$ cat config.mk
export PLATFORM = sky130hd
export DESIGN_NAME = regfile3p
export DESIGN_NICKNAME = d
export VERILOG_FILES = /design/src/rtl/regfile_pkg.sv /design/src/rtl/rf_wdata_mux.sv /design/src/rtl/rf_store.sv /design/src/rtl/rf_read_mux.sv /design/src/rtl/regfile3p.sv
export SDC_FILE = /design/constraint.sdc
export NUM_CORES = 1
export LEC_CHECK = 0
export ABC_CLOCK_PERIOD_IN_PS = 2600
export BUFFER_PORTS_ARGS = -buffer_cell sky130_fd_sc_hd__buf_2
export CORE_MARGIN = 2
export CORE_UTILIZATION = 25
export CTS_BUF_LIST = sky130_fd_sc_hd__clkbuf_2
export CTS_CLUSTER_SIZE = 12
export DETAILED_ROUTE_END_ITERATION = 8
export GPL_ROUTABILITY_DRIVEN = 0
export HOLD_SLACK_MARGIN = 0.1
export PLACE_DENSITY_LB_ADDON = 0.3
export SYNTH_ARGS = -nofsm -noshare
export SYNTH_HDL_FRONTEND = slang
export SYNTH_SLANG_ARGS = --single-unit
export TNS_END_PERCENT = 30
$ cat constraint.sdc
create_clock -name clk -period 2.6 [get_ports clk]
set_clock_uncertainty 0.05 [all_clocks]
set_input_delay 0.52 -clock clk [delete_from_list [all_inputs] [get_ports clk]]
set_output_delay 0.52 -clock clk [all_outputs]
set_load 0.03 [all_outputs]
$ cat src/rtl/regfile_pkg.sv
// Package: shared sizes for the three-port register file.
// Assumes one write port and a power-of-two entry count.
package regfile_pkg;
    localparam int RF_DATA_W = 16;
    localparam int RF_ADDR_W = 3;
    localparam int RF_SRC_N  = 4;

    // Write-data source codes, in select order.
    typedef enum logic [1:0] {
        SRC_PC_NEXT = 2'd0,
        SRC_ALU     = 2'd1,
        SRC_MEM     = 2'd2,
        SRC_PC_NOW  = 2'd3
    } wd_src_e;
endpackage

$ cat src/rtl/rf_wdata_mux.sv
// Module: four-input write-data selector.
// Does: forwards one of four buses according to the source code.
// Assumes: the select is always a defined 2-bit value.
module rf_wdata_mux
    import regfile_pkg::*;
#(
    parameter int DATA_W = RF_DATA_W
) (
    input  logic [1:0]        sel,
    input  logic [DATA_W-1:0] src_pc_next,
    input  logic [DATA_W-1:0] src_alu,
    input  logic [DATA_W-1:0] src_mem,
    input  logic [DATA_W-1:0] src_pc_now,
    output logic [DATA_W-1:0] wdata
);
    // Pick the write data by source code.
    always_comb begin
        unique case (wd_src_e'(sel))
            SRC_PC_NEXT: wdata = src_pc_next;
            SRC_ALU:     wdata = src_alu;
            SRC_MEM:     wdata = src_mem;
            default:     wdata = src_pc_now;
        endcase
    end
endmodule

$ cat src/rtl/rf_store.sv
// Module: register storage with write-target selection.
// Does: holds entries 0 to NUM_REGS-2. The top entry is a constant zero.
//   The write goes to field C, or to EXC_REG when redirected.
// Assumes: EXC_REG is below the zero entry.
module rf_store
    import regfile_pkg::*;
#(
    parameter int DATA_W  = RF_DATA_W,
    parameter int ADDR_W  = RF_ADDR_W,
    parameter int EXC_REG = 6
) (
    input  logic                            clk,
    input  logic                            rst_n,
    input  logic                            wr_en,
    input  logic                            wr_force_exc,
    input  logic [ADDR_W-1:0]               rc_addr,
    input  logic [DATA_W-1:0]               wdata,
    output logic [(2**ADDR_W)*DATA_W-1:0]   rf_flat
);
    localparam int NUM_REGS = 2 ** ADDR_W;
    localparam int ZERO_REG = NUM_REGS - 1;

    logic [ADDR_W-1:0] wr_tgt;
    logic [DATA_W-1:0] rf [NUM_REGS];

    // Resolve the write target: field C, or the exception-pointer entry.
    always_comb wr_tgt = wr_force_exc ? ADDR_W'(EXC_REG) : rc_addr;

    for (genvar i = 0; i < NUM_REGS; i++) begin : g_ent
        if (i == ZERO_REG) begin : g_zero
            // The top entry has no storage.
            assign rf[i] = '0;
        end else begin : g_reg
            // Store one entry: clear on reset, load when targeted.
            always_ff @(posedge clk) begin
                if (!rst_n)
                    rf[i] <= '0;
                else if (wr_en && wr_tgt == ADDR_W'(i))
                    rf[i] <= wdata;
            end

            AST_HOLD_WITHOUT_WE: assert property (@(posedge clk) disable iff (!rst_n)
                !wr_en |=> $stable(rf[i]));

            AST_WRITE_LANDS: assert property (@(posedge clk) disable iff (!rst_n)
                (wr_en && !wr_force_exc && rc_addr == ADDR_W'(i)) |=> rf[i] == $past(wdata));
        end
        assign rf_flat[i*DATA_W +: DATA_W] = rf[i];
    end

    AST_EXC_REDIRECT: assert property (@(posedge clk) disable iff (!rst_n)
        (wr_en && wr_force_exc) |=> rf_flat[EXC_REG*DATA_W +: DATA_W] == $past(wdata));

    AST_ZERO_ENTRY_HELD: assert property (@(posedge clk) disable iff (!rst_n)
        wr_en |=> rf_flat[ZERO_REG*DATA_W +: DATA_W] == '0);
endmodule

$ cat src/rtl/rf_read_mux.sv
// Module: combinational read port.
// Does: returns the entry named by the address from the flattened storage.
// Assumes: the address is always in range (full power-of-two decode).
module rf_read_mux
    import regfile_pkg::*;
#(
    parameter int DATA_W = RF_DATA_W,
    parameter int ADDR_W = RF_ADDR_W
) (
    input  logic [(2**ADDR_W)*DATA_W-1:0] rf_flat,
    input  logic [ADDR_W-1:0]             addr,
    output logic [DATA_W-1:0]             rdata
);
    // Select the addressed entry with no clock delay.
    always_comb rdata = rf_flat[addr*DATA_W +: DATA_W];
endmodule

$ cat src/rtl/regfile3p.sv
// Module: top of the three-port register file.
// Does: muxes the write data, stores it, and serves two read ports.
//   Port B reads field B or field C. It also flags an all-zero port A.
// Assumes: a single clock and a synchronous active-low reset.
module regfile3p
    import regfile_pkg::*;
#(
    parameter int DATA_W  = RF_DATA_W,
    parameter int ADDR_W  = RF_ADDR_W,
    parameter int EXC_REG = 6
) (
    input  logic              clk,
    input  logic              rst_n,
    input  logic [ADDR_W-1:0] ra_addr,
    input  logic [ADDR_W-1:0] rb_addr,
    input  logic [ADDR_W-1:0] rc_addr,
    input  logic              rb_use_rc,
    input  logic              wr_force_exc,
    input  logic              wr_en,
    input  logic [1:0]        wd_sel,
    input  logic [DATA_W-1:0] pc_next,
    input  logic [DATA_W-1:0] alu_result,
    input  logic [DATA_W-1:0] mem_data,
    input  logic [DATA_W-1:0] pc_now,
    output logic [DATA_W-1:0] port_a,
    output logic [DATA_W-1:0] port_b,
    output logic              a_is_zero
);
    localparam int NUM_REGS = 2 ** ADDR_W;
    localparam int ZERO_REG = NUM_REGS - 1;

    logic [DATA_W-1:0]          wdata;
    logic [NUM_REGS*DATA_W-1:0] rf_flat;
    logic [ADDR_W-1:0]          pb_addr;

    rf_wdata_mux #(.DATA_W(DATA_W)) u_wmux (
        .sel(wd_sel), .src_pc_next(pc_next), .src_alu(alu_result),
        .src_mem(mem_data), .src_pc_now(pc_now), .wdata(wdata)
    );

    rf_store #(.DATA_W(DATA_W), .ADDR_W(ADDR_W), .EXC_REG(EXC_REG)) u_store (
        .clk(clk), .rst_n(rst_n), .wr_en(wr_en), .wr_force_exc(wr_force_exc),
        .rc_addr(rc_addr), .wdata(wdata), .rf_flat(rf_flat)
    );

    // Choose the port-B address field.
    always_comb pb_addr = rb_use_rc ? rc_addr : rb_addr;

    rf_read_mux #(.DATA_W(DATA_W), .ADDR_W(ADDR_W)) u_rd_a (
        .rf_flat(rf_flat), .addr(ra_addr), .rdata(port_a)
    );

    rf_read_mux #(.DATA_W(DATA_W), .ADDR_W(ADDR_W)) u_rd_b (
        .rf_flat(rf_flat), .addr(pb_addr), .rdata(port_b)
    );

    // Flag an all-zero port A.
    always_comb a_is_zero = ~|port_a;

    AST_ZERO_READ_A: assert property (@(posedge clk) disable iff (!rst_n)
        ra_addr == ADDR_W'(ZERO_REG) |-> port_a == '0);

    AST_ZFLAG_ON_ZERO_ENTRY: assert property (@(posedge clk) disable iff (!rst_n)
        ra_addr == ADDR_W'(ZERO_REG) |-> a_is_zero);

    AST_PORTB_FIELD_C: assert property (@(posedge clk) disable iff (!rst_n)
        (rb_use_rc && ra_addr == rc_addr) |-> port_b == port_a);

    AST_PORTB_FIELD_B: assert property (@(posedge clk) disable iff (!rst_n)
        (!rb_use_rc && ra_addr == rb_addr) |-> port_b == port_a);
endmodule

# Yosys cells after proc, flatten, opt, wreduce, memory -nomap -nowiden
# Index checks and enable logic that the tools add are counted.
[word_totals]
ff_bits = 112
in_bits = 80
output_inout_bits = 33
[classes]
n_eq_ne = 8
shifts = 2
n_mux = 3
n_reduce_logical = 11
[op_table]
columns = ["op", "n"]
rows = [
  ["$shiftx 128x8->16", 2],
  ["$pmux 16 s3", 1],
  ["$reduce_or 16->1", 1],
  ["$eq 3x3->1 const B", 3],
  ["$logic_and 1x1->1", 7],
  ["$eq 3x2->1 const B", 2],
  ["$mux 3", 2],
  ["$eq 3x1->1 const B", 1],
  ["$logic_not 3->1", 1],
  ["$eq 2x1->1 const B", 1],
  ["$eq 2x2->1 const B", 1],
  ["$logic_not 2->1", 1],
  ["$logic_not 1->1", 1],
]

# Logic depth before layout (Yosys ltp)
# Gate-level depths: netlist (run 1).
[logic_depth]
word_depth = 3
depth_mapped = 8
ltp_nobuf = 5

# Cells and area by module
# From an unflattened synthesis (run 1), not the netlist that was laid out.
[unflattened]
cells_unflattened = 548
hier_area_um2 = 6885.4
[by_module_without_submodules]
columns = ["module", "n_inst", "cells_per_inst", "area_each_um2", "seq_area_each_um2"]
rows = [
  ["rf_store", 1, 406, 4251.6, 2242.2],
  ["rf_read_mux", 2, 57, 1071.0, 0.0],
  ["rf_wdata_mux", 1, 20, 424.2, 0.0],
  ["regfile3p", 1, 8, 67.6, 0.0],
]

# Worst setup path after synthesis (run 1)
# OpenSTA, ideal clock, no wires.
[synth_path]
path_kind = "input port to output port"
start = "input port ra_addr[1]"
end = "output port a_is_zero"
t_arrival_ns = 2.055
slack_ns = -0.025
path_stages = 7
cell_sequence = "buf_2 > buf_2 > mux2i_1 > o221ai_1 > a22oi_1 > nand4_1 > nor2_1"
[synth_between]
elab_chain_len = 3
[synth_rtl]
columns = ["element", "line", "source"]
rows = [
  ["start: declaration", "regfile3p.sv:14", "input logic [ADDR_W-1:0] ra_addr,"],
  ["$shiftx 128x8->16", "rf_read_mux.sv:15", "always_comb rdata = rf_flat[addr*DATA_W +: DATA_W];"],
  ["$reduce_or 16->1", "regfile3p.sv:58", "always_comb a_is_zero = ~|port_a;"],
  ["$logic_not 1->1", "regfile3p.sv:58", ""],
  ["end: declaration", "regfile3p.sv:27", "output logic a_is_zero"],
]
# No other way between the ends.

# Worst setup path after layout (run 1)
[layout_path]
start = "register u_store.rf (netlist bit u_store.rf_flat[69])"
end = "output port a_is_zero"
[layout_between]
elab_chain_len = 3
[layout_rtl]
columns = ["element", "line", "source"]
rows = [
  ["start: declaration", "rf_store.sv:24", "logic [DATA_W-1:0] rf [NUM_REGS];"],
  ["start signal: indexed assignment", "rf_store.sv:39", "rf[i] <= wdata;"],
  ["$shiftx 128x8->16", "rf_read_mux.sv:15", ""],
  ["$reduce_or 16->1", "regfile3p.sv:58", ""],
  ["$logic_not 1->1", "regfile3p.sv:58", ""],
]
# No other way between the ends.

==> out/metrics.yaml, run 1 <==
pwr_density_cell_nw_per_um2: 429
crit_required_ns: 2.03
final_max_slew_viol_count: 0
synth_flop_cell: "dfxtp_1"
syn_inst: 645
ys_seq_area_share_pct: 33.8
core_area_sq_um: 26100
slew_headroom_pct: 65.5
drive_above_1_share_pct: 36.1
numClockSinks: 112
clkTransAtPathRegs_ns: 0.32
rrSetupSlack_ns: 1.79
routed_wl_mm: 21.7
cts.path.max_buffers: 2
drt-initial-drc-count: 371
period_share_pct: 107
met3_usage_pct: 2.02
power.total_mw: 3.59
dp_worst_setup_slack_ns: -0.147
postRouteAntennaNets: 0
num_io_pins: 113
cts.htree.levels: 3
gr-total-overflow: 0
grt_usage_pct: 15.2
die_x_um: 167
end_kind: "primary output"
hold_viol: 0
multi_input_area_sq_um: 4190
die_h_um: 167
io_buffers: 112
area_growth_pct: 26.3
num-nets-final: 862
clk_latency_ns: 0.65
critPathLaunch: "u_store.rf_flat[69]"
hold_slack_ns: 0.300
synth_top_cell_by_area: "dfxtp_1"
critPathArrivalTime_ns: 2.20
ys_warn_count: 0
hold_path.class: "in2reg"
ff_latch_area_sq_um: 2250
min_from: "rst_n"
peakVddDrop_mv: 0.236
largest_register_ffs: 112
clock-root-buffer: "clkbuf_2"
grt_max_degree: 113
cap_viol_max_count: 0
antenna_found_initial: 1
busiest_layer: "met2"
status: "finished, violations left"
rows: 59
vias: 5401
critPathKind: "reg2out"
cts_buffers: 9
fillers: 2711
tightest_slew_ns: 0.518
ys_async_sr_fraction_pct: 0
cp-start-kind: "flip-flop"
use_met2_pct: 26.3
critPathSlowestCell: "dfxtp_1"
synth_nets: 725
grt_pass1_vias: 5386
mappedNetlistArea_sq_um: 6640
synth.distinct_cells: 32
synth_area_per_cell_sq_um: 10.3
synth_seq_cells: 112
rsz0062_at_grt: "true"
remaining_drc_errors: 0
leakage_nw: 3.39
reg2reg_from: "u_store.rf_flat[101]"
avgRoutedWirePerCell_um: 19.3
avgViaCountPerCell: 4.81
finalSetupViolCount: 7
fmax_mhz: 360
violations: "negative setup slack"
crit_chain: "mux2i_1, o221ai_1, a22oi_1, buf_4, nand4_1, nor2_2, buf_6"
cp_slowest_stage_delay_ns: 0.41
worst_slack_ns: -0.174
place.detailed.hpwl_mm: 14.5
synth_top_area_share_pct: 33.8
start_util_pct: 25.5
holdBufCountCts: 0
dieArea_sq_um: 27900
crit_path_max_fanout: 3
drtPass1Iterations: 5
synth_edf_count: 0
finalCriticalPeriod_ns: 2.77
grt_pass1_wl_mm: 32.4
use_met1_pct: 19.5
yosys-top-cells-area: "dfxtp_1, mux2i_1, nor2b_1, mux4_2, mux2_2"
cts_tree: "done"
cells by family after synthesis:
kind of cell           after synthesis  synth area share (%)
multiplexers                       196                  36.3
AND/OR/NAND/NOR                    194                  16.0
flip-flops                         112                  33.8
AO/OA/AOI/OAI                       73                  8.88
buffers and inverters               70                  5.07
synth_stat cells (6+ instances only):
cell and instances:
a22oi_1 24, nor2_1 34, buf_4 6, clkbuf_1 20
mux2_2 17, mux4_1 6, inv_1 16, a21boi_0 16
o221ai_1 16, nor2b_1 99, mux2i_1 146, nand2_1 34
mux4_2 26, buf_2 20, a221oi_1 16, and2_1 16
dfxtp_1 112
through the flow:
| step | TNS (ns) | area (sq um) | instances | utilization [%] |
|---|---|---|---|---|
| CTS | -0.298 | 8210 | 1117 | 31.5 |
| detailed placement | -1.83 | 7920 | 1090 | 30.4 |
| finish | -0.209 | 8380 | 1124 | 32.2 |
| global placement | -1.84 | 7920 | 1090 | 30.4 |
| floorplan | 0 | 6640 | 645 | - |
| global route | -1.27 | 8380 | 1124 | 32.2 |
path summary, 6_finish.rpt:
kind         depth (start not counted)                    to
min reg2reg                          2   u_store.rf_flat[89]
max reg2reg                          3  u_store.rf_flat[101]
max                                  7             a_is_zero
min                                  3   u_store.rf_flat[79]
cell type report:
| type | instances | area share, % |
|---|---|---|
| clock buffer | 9 | 0.537 |
| sequential | 112 | 26.8 |
| timing repair buffer | 180 | 16.1 |
| antenna | 2 | 0.0597 |
| clock inverter | 7 | 0.836 |
| inverter | 16 | 0.716 |
| multi-input combinational | 463 | 49.9 |
| tap | 335 | 5.00 |
timing repair:
item | 4_1_cts | 5_1_grt
gates cloned | 1 | 2
pin swaps | 9 | 11
resized for setup | 30 | 36
setup endpoints to repair | 17 | 20
setup buffers | 10 | 4
worst max-delay path: cells and delay by family, from the launching register on:
kind            cells  cell delay [ns]
compound gates      2             0.34
simple gates        2             0.32
mux                 1             0.15
buf+inv             2             0.31
flops               1             0.41
cell usage in the layout, fill, tap and decap left out, types with 2 or more instances in the layout:
cell / Yosys / layout
a221oi_2: 0 / 7
nor2_1: 34 / 18
diode_2: 0 / 2
nand4_1: 2 / 2
o221ai_1: 16 / 14
a221oi_1: 16 / 9
a22oi_1: 24 / 23
buf_4: 6 / 54
clkbuf_2: 3 / 9
nor2b_2: 0 / 2
clkinv_1: 0 / 2
mux2i_1: 146 / 144
and2_1: 16 / 16
nor2_4: 0 / 2
nor2b_1: 99 / 97
buf_12: 0 / 13
a21boi_0: 16 / 16
clkbuf_16: 0 / 2
buf_2: 20 / 100
nor3b_2: 1 / 2
o221ai_2: 0 / 2
mux2_2: 17 / 17
dfxtp_1: 112 / 106
mux4_2: 26 / 31
mux2i_4: 0 / 2
clkinvlp_4: 0 / 2
buf_8: 0 / 2
nand2_1: 34 / 34
dfxtp_2: 0 / 6
inv_1: 16 / 16
buf_6: 3 / 9
nor2_2: 1 / 15
metal layers:
layer | routed length [um] | vias to the layer above | share of wire, %
met5 | 0 | - | 0
met4 | 413 | 0 | 1.9
met3 | 714 | 25 | 3.3
met2 | 10800 | 115 | 50
met1 | 9820 | 2651 | 45
li1 | - | 2610 | -
power breakdown:
part	switching, mW	internal [mW]
Clock	0.632	0.220
Sequential	0.0344	1.76
Combinational	0.506	0.438
(Power assumes the default switching activity.)
==> run 2: changes to the inputs <==
CELL_PAD_IN_SITES_DETAIL_PLACEMENT = 0   (was default)
CELL_PAD_IN_SITES_GLOBAL_PLACEMENT = 2   (was default)
HOLD_SLACK_MARGIN = 0.12   (was 0.1)
==> run 2 against run 1 <==
Effect of this change: the flow still finishes with violations (negative setup slack); global-route usage rose by 1.9 points; design area rose by 4.3%; sequential share of layout area is 0.84 points lower; clock power increased by 8.6%; routed wire length up 10%; sequential power hardly changed; first-iteration DRC count shrank 17%; core utilization rose by 1.4 points; critical path depth up 2; maximum frequency grew 2.6%; cell count increased by 2.0%; worst setup slack improved by 0.071 ns; largest cell class unchanged.
==> out/metrics.yaml, run 2 (synthesis gave the netlist of run 1 again) <==
clock-root-buffer: "clkbuf_2"
leakage_nw: 3.56  # +5.2%
num_io_pins: 113  # unchanged
critPathArrivalTime_ns: 2.13  # -0.07 ns
area_growth_pct: 31.7
dp_worst_setup_slack_ns: -0.199  # -0.0516 ns
hold_viol: 0  # unchanged
io_buffers: 112  # unchanged
grt_max_degree: 113  # unchanged
numClockSinks: 112  # unchanged
status: "finished, violations left"
drtPass1Iterations: 4  # -1
drive_above_1_share_pct: 41.6  # +5.5 points
dieArea_sq_um: 27900  # unchanged
clk_latency_ns: 0.60  # -0.05 ns
num-nets-final: 885  # +2.7%
die_x_um: 167  # unchanged
cap_viol_max_count: 0  # unchanged
rows: 59  # unchanged
cp-start-kind: "primary input"
crit_chain: "buf_2, buf_4, buf_12, mux2i_1, a22oi_1, a22oi_1, nand4_1, nor2_2, buf_6"
peakVddDrop_mv: 0.279  # +18%
violations: "negative setup slack"
cpMostUsedCell: "a22oi_1"
largest_register_ffs: 112  # unchanged
hold_path.class: "in2reg"
die_h_um: 167  # unchanged
fillers: 2681  # -1.1%
met3_usage_pct: 2.78  # +0.76 points
cts.path.max_buffers: 2  # unchanged
slew_headroom_pct: 65.4  # about the same
start_util_pct: 25.5  # unchanged
pwr_density_cell_nw_per_um2: 428  # about the same
use_met1_pct: 21.2  # +1.7 points
finalCriticalPeriod_ns: 2.70  # -0.0713 ns
finalSetupViolCount: 4  # -3
vias: 5559  # +2.9%
critPathSlowestCell: "a22oi_1"
final_cells: 1146  # +2.0%
final_common_cell: "mux2i_1"
drt-initial-drc-count: 309  # -17%
crit_path_max_fanout: 9  # +6
end_kind: "primary output"
hold_slack_ns: 0.348  # +0.0488 ns
cts_buffers: 9  # unchanged
cp_slowest_stage_delay_ns: 0.27  # -0.14 ns
final_cell_mix: "mux2i_1, buf_2, nor2b_1"
dp_cells: 1108  # +1.7%
place.detailed.hpwl_mm: 16.1  # +11%
critPathKind: "in2out"
grt_pass1_vias: 5860  # +8.8%
worst_slack_ns: -0.103  # +0.0713 ns
tightest_slew_ns: 0.518  # +0.000699 ns
avgRoutedWirePerCell_um: 20.9  # +8.2%
crit_required_ns: 2.03  # about the same
remaining_drc_errors: 0  # unchanged
grt_usage_pct: 17.1  # +1.9 points
cts_tree: "done"
cts.htree.levels: 3  # unchanged
fmax_mhz: 370  # +2.6%
postRouteAntennaNets: 0  # unchanged
avgViaCountPerCell: 4.85  # +0.95%
gr-total-overflow: 0  # unchanged
grt_pass1_wl_mm: 36.0  # +11%
routed_wl_mm: 24.0  # +10%
busiest_layer: "met2"
antenna_found_initial: 1  # unchanged
tns_ns: -0.178  # +0.0310 ns
core_area_sq_um: 26100  # unchanged
clkTransAtPathRegs_ns: 0.30  # -0.02 ns
use_met2_pct: 30.3  # +4.0 points
rsz0062_at_grt: "true"
final_max_slew_viol_count: 0  # unchanged
period_share_pct: 104  # -2.7 points
[run 2: timing repair]
| action | 4_1_cts | 5_1_grt |
|---|---|---|
| setup endpoints to repair | 18 | 24 |
| hold buffers | 0 | 0 |
| gates cloned | 3 | 1 |
| setup buffers | 14 | 5 |
| resized for setup | 49 | 47 |
| pin swaps | 11 | 19 |
[run 2: final timing paths]
| path | start | slack (ns) | cells past startpoint | end |
|---|---|---|---|---|
| setup / recovery | ra_addr[0] | -0.10 | 9 | a_is_zero |
| hold / removal | rst_n | 0.35 | 3 | u_store.rf_flat[95] |
| hold reg to reg | u_store.rf_flat[84] | 0.45 | 2 | u_store.rf_flat[84] |
| setup reg to reg | u_store.rf_flat[102] | 1.76 | 3 | u_store.rf_flat[102] |
[run 2: final cells by class]
cell class | instances | area [sq um] | share of cell area (%)
Clock buffer | 9 | 45.0 | 0.515
Inverter | 16 | 60.1 | 0.687
Timing Repair Buffer | 203 | 1610 | 18.4
Sequential cell | 112 | 2270 | 26.0
Antenna cell | 1 | 2.50 | 0.0286
Clock inverter | 7 | 91.3 | 1.04
Tap cell | 335 | 419 | 4.79
Multi-Input combinational cell | 463 | 4240 | 48.5
[run 2: layer usage]
layer | share of wire, % | up-vias
met5 | 0 | -
met4 | 2.4 | 0
met3 | 3.4 | 32
met2 | 51 | 127
met1 | 43 | 2753
li1 | - | 2647
[run 2: worst max-delay path, delay by kind of cell]
| kind | cells | cell delay, ns |
|---|---|---|
| AND/OR/NAND/NOR | 2 | 0.31 |
| buffers and inverters | 4 | 0.70 |
| multiplexers | 1 | 0.20 |
| AO/OA/AOI/OAI | 2 | 0.40 |
[run 2: report_power, final]
part | internal, mW | leakage (nW) | switching (mW)
Combinational | 0.484 | 2.56 | 0.542
Clock | 0.320 | 0.0841 | 0.606
Sequential | 1.76 | 0.918 | 0.0318
Total | 2.57 | 3.56 | 1.18
[run 2: per-stage QoR]
stage | util [%] | total power [mW] | cell area, sq um
2_1_floorplan | - | 2.34 | 6640
3_3_place_gp | 31.1 | 2.73 | 8110
3_5_place_dp | 31.1 | 2.74 | 8110
4_1_cts | 32.8 | 3.77 | 8550
5_1_grt | 33.6 | 3.92 | 8740
6_report | 33.6 | 3.75 | 8740
==> run 3: changes to the inputs <==
PLACE_DENSITY = 0.61   (was default)
PLACE_DENSITY_LB_ADDON = default   (was 0.3)
TNS_END_PERCENT = default   (was 30)
==> run 3 against run 2 <==
Effect of this change: the flow still finishes with violations (negative setup slack); core utilization grew 0.43 points; flip-flop and latch count is the same; first-iteration DRC count shrank 23%; combinational power grew 5%; via count grew 0.40%; design area grew 1.3%; critical path type is now reg2out; largest cell class unchanged; largest power group unchanged; highest routed layer unchanged.
==> out/metrics.yaml, run 3 (synthesis gave the netlist of run 1 again) <==
slew_headroom_pct: 65.1  # -0.39 points
cts_tree: "done"
crit_path_max_fanout: 2  # -7
clkTransAtPathRegs_ns: 0.31  # about the same
met1_length_mm: 10.8  # +3.7%
power.clock.fraction_pct: 22.0  # -2.7 points
cts.htree.levels: 3  # unchanged
grt_max_degree: 113  # unchanged
postRouteAntennaNets: 0  # unchanged
rsz0062_at_grt: "true"
num_io_pins: 113  # unchanged
finalSetupViolCount: 10  # +6
hold_viol: 0  # unchanged
critPathSlowestCell: "dfxtp_2"
wl_met2_mm: 12.3  # +1.2%
numClockSinks: 112  # unchanged
peakVddDrop_mv: 0.191  # -31%
top_layer: "met4"
final_cell_mix: "mux2i_1, nor2b_1, buf_2"
p_sw_mw: 1.19  # +0.95%
vias: 5581  # +0.40%
combPwrFrac_pct: 29.2  # +1.8 points
grt_pass1_wl_mm: 37.0  # +2.8%
die_h_um: 167  # unchanged
violations: "negative setup slack"
clk_latency_ns: 0.63  # +0.03 ns
avgViaCountPerCell: 4.89  # +0.75%
hold_path.class: "in2reg"
remaining_drc_errors: 0  # unchanged
cts_buffers: 9  # unchanged
fillers: 2640  # -1.5%
worst_slack_ns: -0.0941  # +0.00874 ns
antenna_found_initial: 1  # unchanged
power.internal_mw: 2.50  # -2.8%
die_x_um: 167  # unchanged
clock-root-buffer: "clkbuf_2"
grt_pass1_vias: 5873  # +0.22%
tns_ns: -0.390  # -0.212 ns
cp-start-kind: "flip-flop"
leakage_nw: 3.58  # +0.52%
netSwitchingFraction_pct: 32.3  # +0.83 points
grt_usage_pct: 17.5  # +0.48 points
rows: 59  # unchanged
crit_chain: "mux2i_1, o221ai_2, a22oi_2, nand4_1, nor2_2, buf_6"
holdBufCountCts: 0  # unchanged
power.total_mw: 3.69  # -1.6%
drive_above_1_share_pct: 42.4  # +0.83 points
final_common_cell: "mux2i_1"
avgRoutedWirePerCell_um: 21.6  # +3.3%
critPathArrivalTime_ns: 2.12  # about the same
tightest_slew_ns: 0.524  # +0.00583 ns
gr-total-overflow: 0  # unchanged
hold_slack_ns: 0.320  # -0.0288 ns
cts.path.max_buffers: 2  # unchanged
pwr_density_cell_nw_per_um2: 416  # -2.9%
period_share_pct: 104  # -0.34 points
area_growth_pct: 33.4
place.detailed.hpwl_mm: 16.2  # +0.47%
start_util_pct: 25.5  # unchanged
end_kind: "primary output"
wl_met3_mm: 1.06  # +29%
crit_family: "flip-flops"
dieArea_sq_um: 27900  # unchanged
status: "finished, violations left"
io_buffers: 112  # unchanged
dp_worst_setup_slack_ns: -0.229  # -0.0306 ns
largest_register_ffs: 112  # unchanged
finalCriticalPeriod_ns: 2.69  # -0.00874 ns
sequentialPowerShare_pct: 48.8  # +0.9 points
worst-path-buf-inv: 1  # -3
drtPass1Iterations: 4  # unchanged
num-nets-final: 883  # -0.23%
cap_viol_max_count: 0  # unchanged
fmax_mhz: 371  # +0.32%
rrSetupSlack_ns: 1.77  # about the same
critPathKind: "reg2out"
crit_required_ns: 2.03  # about the same
cp_slowest_stage_delay_ns: 0.41  # +0.14 ns
final_max_slew_viol_count: 0  # unchanged
routed_wl_mm: 24.7  # +2.9%
core_area_sq_um: 26100  # unchanged
drt-initial-drc-count: 237  # -23%
## run 3: cell count changes in the layout (fill, tap and decap cells not counted), moves of 5 or more
| cell | before | now |
|---|---|---|
| buf_2 | 98 | 93 |
| mux2_2 | 17 | 11 |
| nor2_2 | 12 | 17 |
| buf_6 | 10 | 16 |
| nor2_1 | 23 | 16 |
| buf_4 | 72 | 65 |
| mux2_4 | 0 | 6 |
## run 3: worst paths after layout
kind / startpoint / cells past startpoint / end
worst max-delay path: u_store.rf_flat[100] / 6 / a_is_zero
worst min-delay path: rst_n / 3 / u_store.rf_flat[46]
worst max register to register: u_store.rf_flat[99] / 3 / u_store.rf_flat[99]
worst min register to register: u_store.rf_flat[85] / 2 / u_store.rf_flat[85]
## run 3: power by group through the flow
| stage | logic, mW | registers [mW] | clock network [mW] |
|---|---|---|---|
| after detailed placement | 0.898 | 1.82 | 0 |
| after floorplan | 0.531 | 1.81 | 0 |
| final | 1.08 | 1.80 | 0.811 |
| after CTS | 1.03 | 1.80 | 0.846 |
| after global routing | 1.14 | 1.81 | 0.901 |
| after global placement | 0.887 | 1.83 | 0 |
## run 3: layout make-up
class	instances	area, sq um	share of cell area [%]
multi-input cells	463	4320	48.8
repair buffers	201	1680	19.0
well taps	335	419	4.73
clock buffers	10	50.0	0.565
flip-flops and latches	112	2270	25.6
diodes	1	2.50	0.0283
clock inverters	4	47.5	0.537
inverters	16	60.1	0.678
## run 3: worst min-delay path: stages
cell and delay, ns:
buf_2 0.11, buf_12 0.22, nor2b_1 0.17
## run 3: through the flow
stage	util [%]	instance area (sq um)	instances
after floorplan	-	6640	645
after global placement	30.8	8010	1098
after detailed placement	30.8	8010	1098
after CTS	33.0	8590	1137
after global routing	34.0	8860	1142
final	34.0	8860	1142
## run 3: timing repair
action                                  in CTS  in global routing
setup buffers                               21                  6
gates resized for setup                     57                 75
cloned                                       4                  0
endpoints found under the setup margin      17                 23
pin swaps                                   19                 30
## run 3: metal layers
layer | vias up | GRT usage, %
met4 | 0 | 6.63
met5 | - | 0
li1 | 2637 | -
met3 | 23 | 2.09
met2 | 124 | 30.0
met1 | 2797 | 22.6
